File: src/rtl/tcs_pkg.sv
package tcs_pkg;
   typedef enum logic [1:0] {
      ST_IDLE  = 2'd0,
      ST_RD    = 2'd1,
      ST_RWAIT = 2'd2,
      ST_WR    = 2'd3
   } tcs_state_e;

   localparam int SIZE_W = 2;
endpackage

File: src/rtl/tcs_chunk_pick.sv
module tcs_chunk_pick #(
   parameter int LEN_W   = 5,
   parameter int BEAT_LG = 3,
   parameter int SIZE_W  = 2
) (
   input  logic [LEN_W-1:0]  rem,
   output logic [SIZE_W-1:0] size_code,
   output logic [LEN_W-1:0]  beat_bytes
);
   localparam int BEAT_BYTES = 1 << BEAT_LG;

   // A remaining count at or above one beat always moves a full beat; this
   // splits a 16-byte piece into two beats without a separate state.
   always_comb begin
      size_code  = '0;
      beat_bytes = '0;
      if (rem >= LEN_W'(BEAT_BYTES)) begin
         size_code  = SIZE_W'(BEAT_LG);
         beat_bytes = LEN_W'(BEAT_BYTES);
      end else begin
         for (int b = 0; b < BEAT_LG; b++) begin
            if (rem[b]) begin
               size_code  = SIZE_W'(b);
               beat_bytes = LEN_W'(1 << b);
            end
         end
      end
   end
endmodule

File: src/rtl/tcs_lane_mask.sv
module tcs_lane_mask #(
   parameter int DATA_W = 64,
   parameter int SIZE_W = 2
) (
   input  logic [DATA_W-1:0] din,
   input  logic [SIZE_W-1:0] size_code,
   output logic [DATA_W-1:0] dout
);
   localparam int LANES = DATA_W / 8;

   for (genvar i = 0; i < LANES; i++) begin : g_lane
      logic keep;
      assign keep = (i < (1 << size_code));
      assign dout[i*8 +: 8] = keep ? din[i*8 +: 8] : 8'h00;
   end
endmodule

File: src/rtl/tcs_ptr_pair.sv
module tcs_ptr_pair #(
   parameter int ADDR_W = 32,
   parameter int LEN_W  = 5
) (
   input  logic              clk,
   input  logic              rst_n,
   input  logic              load,
   input  logic [ADDR_W-1:0] ld_src,
   input  logic [ADDR_W-1:0] ld_dst,
   input  logic              adv,
   input  logic [LEN_W-1:0]  step,
   output logic [ADDR_W-1:0] src,
   output logic [ADDR_W-1:0] dst
);
   logic [ADDR_W-1:0] step_x;
   assign step_x = ADDR_W'(step);

   always_ff @(posedge clk) begin
      if (!rst_n) begin
         src <= '0;
         dst <= '0;
      end else if (load) begin
         src <= ld_src;
         dst <= ld_dst;
      end else if (adv) begin
         src <= src + step_x;
         dst <= dst + step_x;
      end
   end

   // both pointers move together, so their distance only changes on load
   a_r5_ptr_gap: assert property (@(posedge clk) disable iff (!rst_n)
      $past(!load) |-> ((dst - src) == $past(dst - src)));
endmodule

File: src/rtl/tail_copy_seq.sv
module tail_copy_seq
   import tcs_pkg::*;
#(
   parameter int ADDR_W = 32,
   parameter int DATA_W = 64,
   parameter int LEN_W  = 5
) (
   input  logic              clk,
   input  logic              rst_n,
   input  logic              start_valid,
   output logic              start_ready,
   input  logic [ADDR_W-1:0] start_src,
   input  logic [ADDR_W-1:0] start_dst,
   input  logic [LEN_W-1:0]  start_len,
   output logic              rd_req,
   input  logic              rd_gnt,
   output logic [ADDR_W-1:0] rd_addr,
   output logic [SIZE_W-1:0] rd_size,
   input  logic              rd_valid,
   input  logic [DATA_W-1:0] rd_data,
   output logic              wr_req,
   input  logic              wr_gnt,
   output logic [ADDR_W-1:0] wr_addr,
   output logic [SIZE_W-1:0] wr_size,
   output logic [DATA_W-1:0] wr_data,
   output logic              done
);
   localparam int BEAT_LG = $clog2(DATA_W / 8);

   if (DATA_W != 64) begin : g_chk_data
      $error("tail_copy_seq: DATA_W must be 64");
   end
   if (LEN_W < 1 || LEN_W > 8) begin : g_chk_len
      $error("tail_copy_seq: LEN_W out of range");
   end
   if (ADDR_W < LEN_W) begin : g_chk_addr
      $error("tail_copy_seq: ADDR_W narrower than LEN_W");
   end

   tcs_state_e        state;
   logic [LEN_W-1:0]  rem;
   logic [DATA_W-1:0] data_q;
   logic              done_q;
   logic [SIZE_W-1:0] size_code;
   logic [LEN_W-1:0]  beat_bytes;
   logic [DATA_W-1:0] masked;
   logic              take_start;
   logic              wr_fire;
   logic              last_beat;

   tcs_chunk_pick #(.LEN_W(LEN_W), .BEAT_LG(BEAT_LG), .SIZE_W(SIZE_W)) u_pick (
      .rem       (rem),
      .size_code (size_code),
      .beat_bytes(beat_bytes)
   );

   tcs_lane_mask #(.DATA_W(DATA_W), .SIZE_W(SIZE_W)) u_mask (
      .din      (rd_data),
      .size_code(size_code),
      .dout     (masked)
   );

   assign start_ready = (state == ST_IDLE);
   assign take_start  = start_valid && start_ready;
   assign wr_fire     = (state == ST_WR) && wr_gnt;
   assign last_beat   = (rem == beat_bytes);

   tcs_ptr_pair #(.ADDR_W(ADDR_W), .LEN_W(LEN_W)) u_ptr (
      .clk   (clk),
      .rst_n (rst_n),
      .load  (take_start),
      .ld_src(start_src),
      .ld_dst(start_dst),
      .adv   (wr_fire),
      .step  (beat_bytes),
      .src   (rd_addr),
      .dst   (wr_addr)
   );

   always_ff @(posedge clk) begin
      if (!rst_n) begin
         state  <= ST_IDLE;
         rem    <= '0;
         data_q <= '0;
         done_q <= 1'b0;
      end else begin
         done_q <= 1'b0;
         unique case (state)
            ST_IDLE: begin
               if (take_start) begin
                  rem <= start_len;
                  if (start_len == '0) done_q <= 1'b1;
                  else                 state  <= ST_RD;
               end
            end
            ST_RD: begin
               if (rd_gnt) state <= ST_RWAIT;
            end
            ST_RWAIT: begin
               if (rd_valid) begin
                  data_q <= masked;
                  state  <= ST_WR;
               end
            end
            ST_WR: begin
               if (wr_gnt) begin
                  rem <= rem - beat_bytes;
                  if (last_beat) begin
                     done_q <= 1'b1;
                     state  <= ST_IDLE;
                  end else begin
                     state <= ST_RD;
                  end
               end
            end
            default: state <= ST_IDLE;
         endcase
      end
   end

   assign rd_req  = (state == ST_RD);
   assign rd_size = size_code;
   assign wr_req  = (state == ST_WR);
   assign wr_size = size_code;
   assign wr_data = data_q;
   assign done    = done_q;

   // one request kind at a time
   a_r7_one_req: assert property (@(posedge clk) disable iff (!rst_n)
      !(rd_req && wr_req));
   // an ungranted read holds its address and size
   a_r7_rd_hold: assert property (@(posedge clk) disable iff (!rst_n)
      (rd_req && !rd_gnt) |=> (rd_req && $stable(rd_addr) && $stable(rd_size)));
   // an ungranted write holds address, size and data
   a_r7_wr_hold: assert property (@(posedge clk) disable iff (!rst_n)
      (wr_req && !wr_gnt) |=> (wr_req && $stable(wr_addr) && $stable(wr_size) && $stable(wr_data)));
   // a write only starts once read data has been returned
   a_r6_wr_after_data: assert property (@(posedge clk) disable iff (!rst_n)
      $rose(wr_req) |-> $past(rd_valid));
   // the next read after a non-final write is never larger
   a_r2_descend: assert property (@(posedge clk) disable iff (!rst_n)
      (wr_fire && !last_beat) |=> (rd_req && rd_size <= $past(wr_size)));
   // done never overlaps a request, and no start is taken while busy
   a_r8_done_quiet: assert property (@(posedge clk) disable iff (!rst_n)
      done |-> (!rd_req && !wr_req && start_ready));
   a_r8_busy_closed: assert property (@(posedge clk) disable iff (!rst_n)
      (rd_req || wr_req) |-> !start_ready);
endmodule

File: config.mk
export PLATFORM = sky130hd
export DESIGN_NAME = tail_copy_seq
export DESIGN_NICKNAME = d
export VERILOG_FILES = /design/src/rtl/tcs_pkg.sv /design/src/rtl/tcs_chunk_pick.sv /design/src/rtl/tcs_lane_mask.sv /design/src/rtl/tcs_ptr_pair.sv /design/src/rtl/tail_copy_seq.sv
export SDC_FILE = /design/constraint.sdc
export NUM_CORES = 1
export LEC_CHECK = 0
export BUFFER_PORTS_ARGS = -buffer_cell sky130_fd_sc_hd__buf_4
export CORE_MARGIN = 10
export CORE_UTILIZATION = 54
export CTS_BUF_LIST = sky130_fd_sc_hd__clkbuf_2
export DETAILED_ROUTE_END_ITERATION = 8
export PLACE_DENSITY = 0.95
export SETUP_SLACK_MARGIN = 0.4
export SKIP_LAST_GASP = 1
export SYNTH_ARGS = -nofsm -noshare
export SYNTH_HDL_FRONTEND = slang
export SYNTH_SLANG_ARGS = --single-unit
export TNS_END_PERCENT = 5
File: constraint.sdc
create_clock -name clk -period 7.3 [get_ports clk]
set_input_delay 0.73 -clock clk [delete_from_list [all_inputs] [get_ports clk]]
set_output_delay 0.73 -clock clk [all_outputs]
set_load 0.03 [all_outputs]
==> metrics.cfg <==
[run_status]
status=finished clean

[logic_synthesis]
async_reset_ff_share_pct=0
synth-seq-area-share_pct=39.8
synthCells=806
synth.net_count=960
yosys_warnings=0
synthTopCellsByArea=dfxtp_1 40%, a21oi_1 6.4%, xnor2_1 5.9%, o21ai_0 4.8%, a22oi_1 4.4%
mappedNetlistArea_mm2=0.00684
avgSynthCellArea_um2=8.49
yosysMostFrequentCell=dfxtp_1
synth_top_flop_cell=dfxtp_1
yosys-top-cells-count=136 x dfxtp_1, 87 x a21oi_1, 79 x nand2_1
synth_edf_count=0
ys_seq_elements=136
synth_cell_types=65
synth_top_area_cell=dfxtp_1
synth_top_cell_area_share_pct=39.8

[floorplan]
ios=275
rows=41
die_area_mm2=0.0176
die_x_um=133
start_util_pct=54.7
core_area_mm2=0.0125
die_height_um=133

[finish]
fin_area_mm2=0.00910
filler_cell_count=985
area_growth_pct=33.0
post_route_cells_drive_above_1_share_pct=32.9
final_nets=1194
seqCellArea_mm2=0.00272
multiInputGateArea_mm2=0.00377

[clocking]
cts_resized=0
insertion_delay_ps=720
ctsHoldBuffers=0
cts_tree=yes
clk_pin_slew_ps=200
cts_max_level=4
post-cts-setup-buffer-count=0
cts_made_buffers=17
root_buffer=clkbuf_2
clockBufferDepth=2
cts_sinks=136

[critical_path]
required_ps=7910
cp_slowest_cell=or4_1
cp_common_cell=nor2_1
crit_arrival_ps=4610
start_kind=flip-flop
path_cells=nor2_1 > inv_1 > nor2_1 > clkinv_1 > nor3_1 > ha_1 > fa_1 > and4bb_2 > o41ai_2 > buf_4 > or4_1 > a211oi_1
max_stage_delay_ps=550
worst_setup_path_end_kind=flip-flop
path_max_fanout=19
critPathTopFamily=simple AND/OR/NAND/NOR gates
crit_type=reg -> reg
cp_num_buf_inv=3

[timing]
clock.fmax_ghz=0.250
setup_viol=0
hold_viol=0
slew_headroom_pct=24.1
rsz0062_at_grt=false
finClkSkew_ps=38.5
min_period_ps=4000
worst_slack_ps=3300
timing.final.max_slew_violations=0
finalSetupTns_ps=0
timing.hold.ws_ps=229
post-route-period-util_pct=54.8
tightest_slew_ps=1140

[global_routing]
antenna_found_initial=1
grt.total_usage_pct=24.0
grt_max_degree=129
grt_overflow=0
grt_pass1_vias=6770
grt_first_pass_wirelength_um=34800

[power_and_ir_drop]
power_density_mw_per_mm2=298
peakVddDrop_mv=0.175
p_leak_uw=0.00360
total_power_uw=2720

[place]
place.gp.congestion=0.870
dp_slack_ps=3380
place_area_mm2=0.00886
post-dp-hpwl_um=16700
numPortBuffers=274

[detailed_routing]
firstDrtPassIters=7
avgRoutedWirePerCell_um=18.3
detail_route.wirelength_um=22500
antenna_left=0
drt-initial-drc-count=588
viasPerCell=5.73
drc_errors=0
num_vias=7029

[min_path]
min_path_type=in -> reg

[run]
maxCapViolations=0

==> state kept, by name, summed over array words and instances, names as in the netlist <==
register and flops:
state 2, done 1, wr_data 64, rem 5
u_ptr.dst 32, u_ptr.src 32
==> metal layers <==
metal	share of wire [%]	GRT usage (%)	wire [µm]
met1	39	27.1	8790
met2	49	39.8	11000
met3	7.1	7.04	1600
met4	4.8	13.1	1080
met5	0	0	0
==> metrics by stage <==
stage,utilization (%),instances
global placement,70.8,1193
detailed placement,70.8,1193
CTS,72.7,1225
floorplan,-,806
global route,72.7,1226
finish,72.7,1226
==> power by group <==
part	total, µW	internal, µW	switching (µW)
Combinational	1210	449	758
Sequential	1050	878	170
Clock	462	166	296
==> cell type report <==
type	instances	share of cell area, %
Antenna cell	1	0.0275
Clock buffer	20	1.10
Clock inverter	12	1.57
Inverter	17	0.701
Multi-Input combinational cell	590	41.4
Sequential cell	136	29.9
Tap cell	172	2.36
Timing Repair Buffer	278	22.9
==> worst register-to-register path: stages (launching register included) <==
cell and delay [ps]:
dfxtp_1 500, nor2_1 280, inv_1 160, nor2_1 200
clkinv_1 490, nor3_1 490, ha_1 270, fa_1 240
and4bb_2 250, o41ai_2 60, buf_4 190, or4_1 550
a211oi_1 230
==> worst paths after layout <==
path,start,endpoint,slack (ps),cells past startpoint
setup / recovery,rem[4]$_SDFFE_PN0P_,u_ptr.dst[30]$_SDFFE_PN0P_,3300,12
hold / removal,start_src[3],u_ptr.src[3]$_SDFFE_PN0P_,230,3
setup reg to reg,rem[4]$_SDFFE_PN0P_,u_ptr.dst[30]$_SDFFE_PN0P_,3300,12
hold reg to reg,wr_data[19]$_SDFFE_PN0P_,wr_data[19]$_SDFFE_PN0P_,470,2
==> cells by family after synthesis <==
logic type,Yosys count,synth area share [%]
adder cells (fa/ha/maj),17,3.36
multiplexers,3,0.439
buffers and inverters,80,5.34
AND/OR/NAND/NOR,270,20.2
XOR/XNOR,50,6.40
flip-flops,136,39.8
AO/OA/AOI/OAI,250,24.4
==> cells in the final DEF (no fill, tap or decap), types with 4 or more instances in the layout <==
master and count:
and2_1 8, nand2_1 77, a22oi_1 40, nand4_1 16
o211ai_1 5, inv_1 15, and3_1 4, clkinvlp_4 4
o21ai_0 65, nand3_1 31, xor2_1 4, a211oi_1 16
and4_1 10, xnor2_1 46, and4bb_2 4, a311oi_1 6
nor3_1 17, ha_1 12, inv_6 4, buf_4 278
a2111oi_4 5, a21oi_1 87, nor2_1 71, dfxtp_1 136
nor4_1 4, clkbuf_2 20
Power figures use the tool's default switching activity.
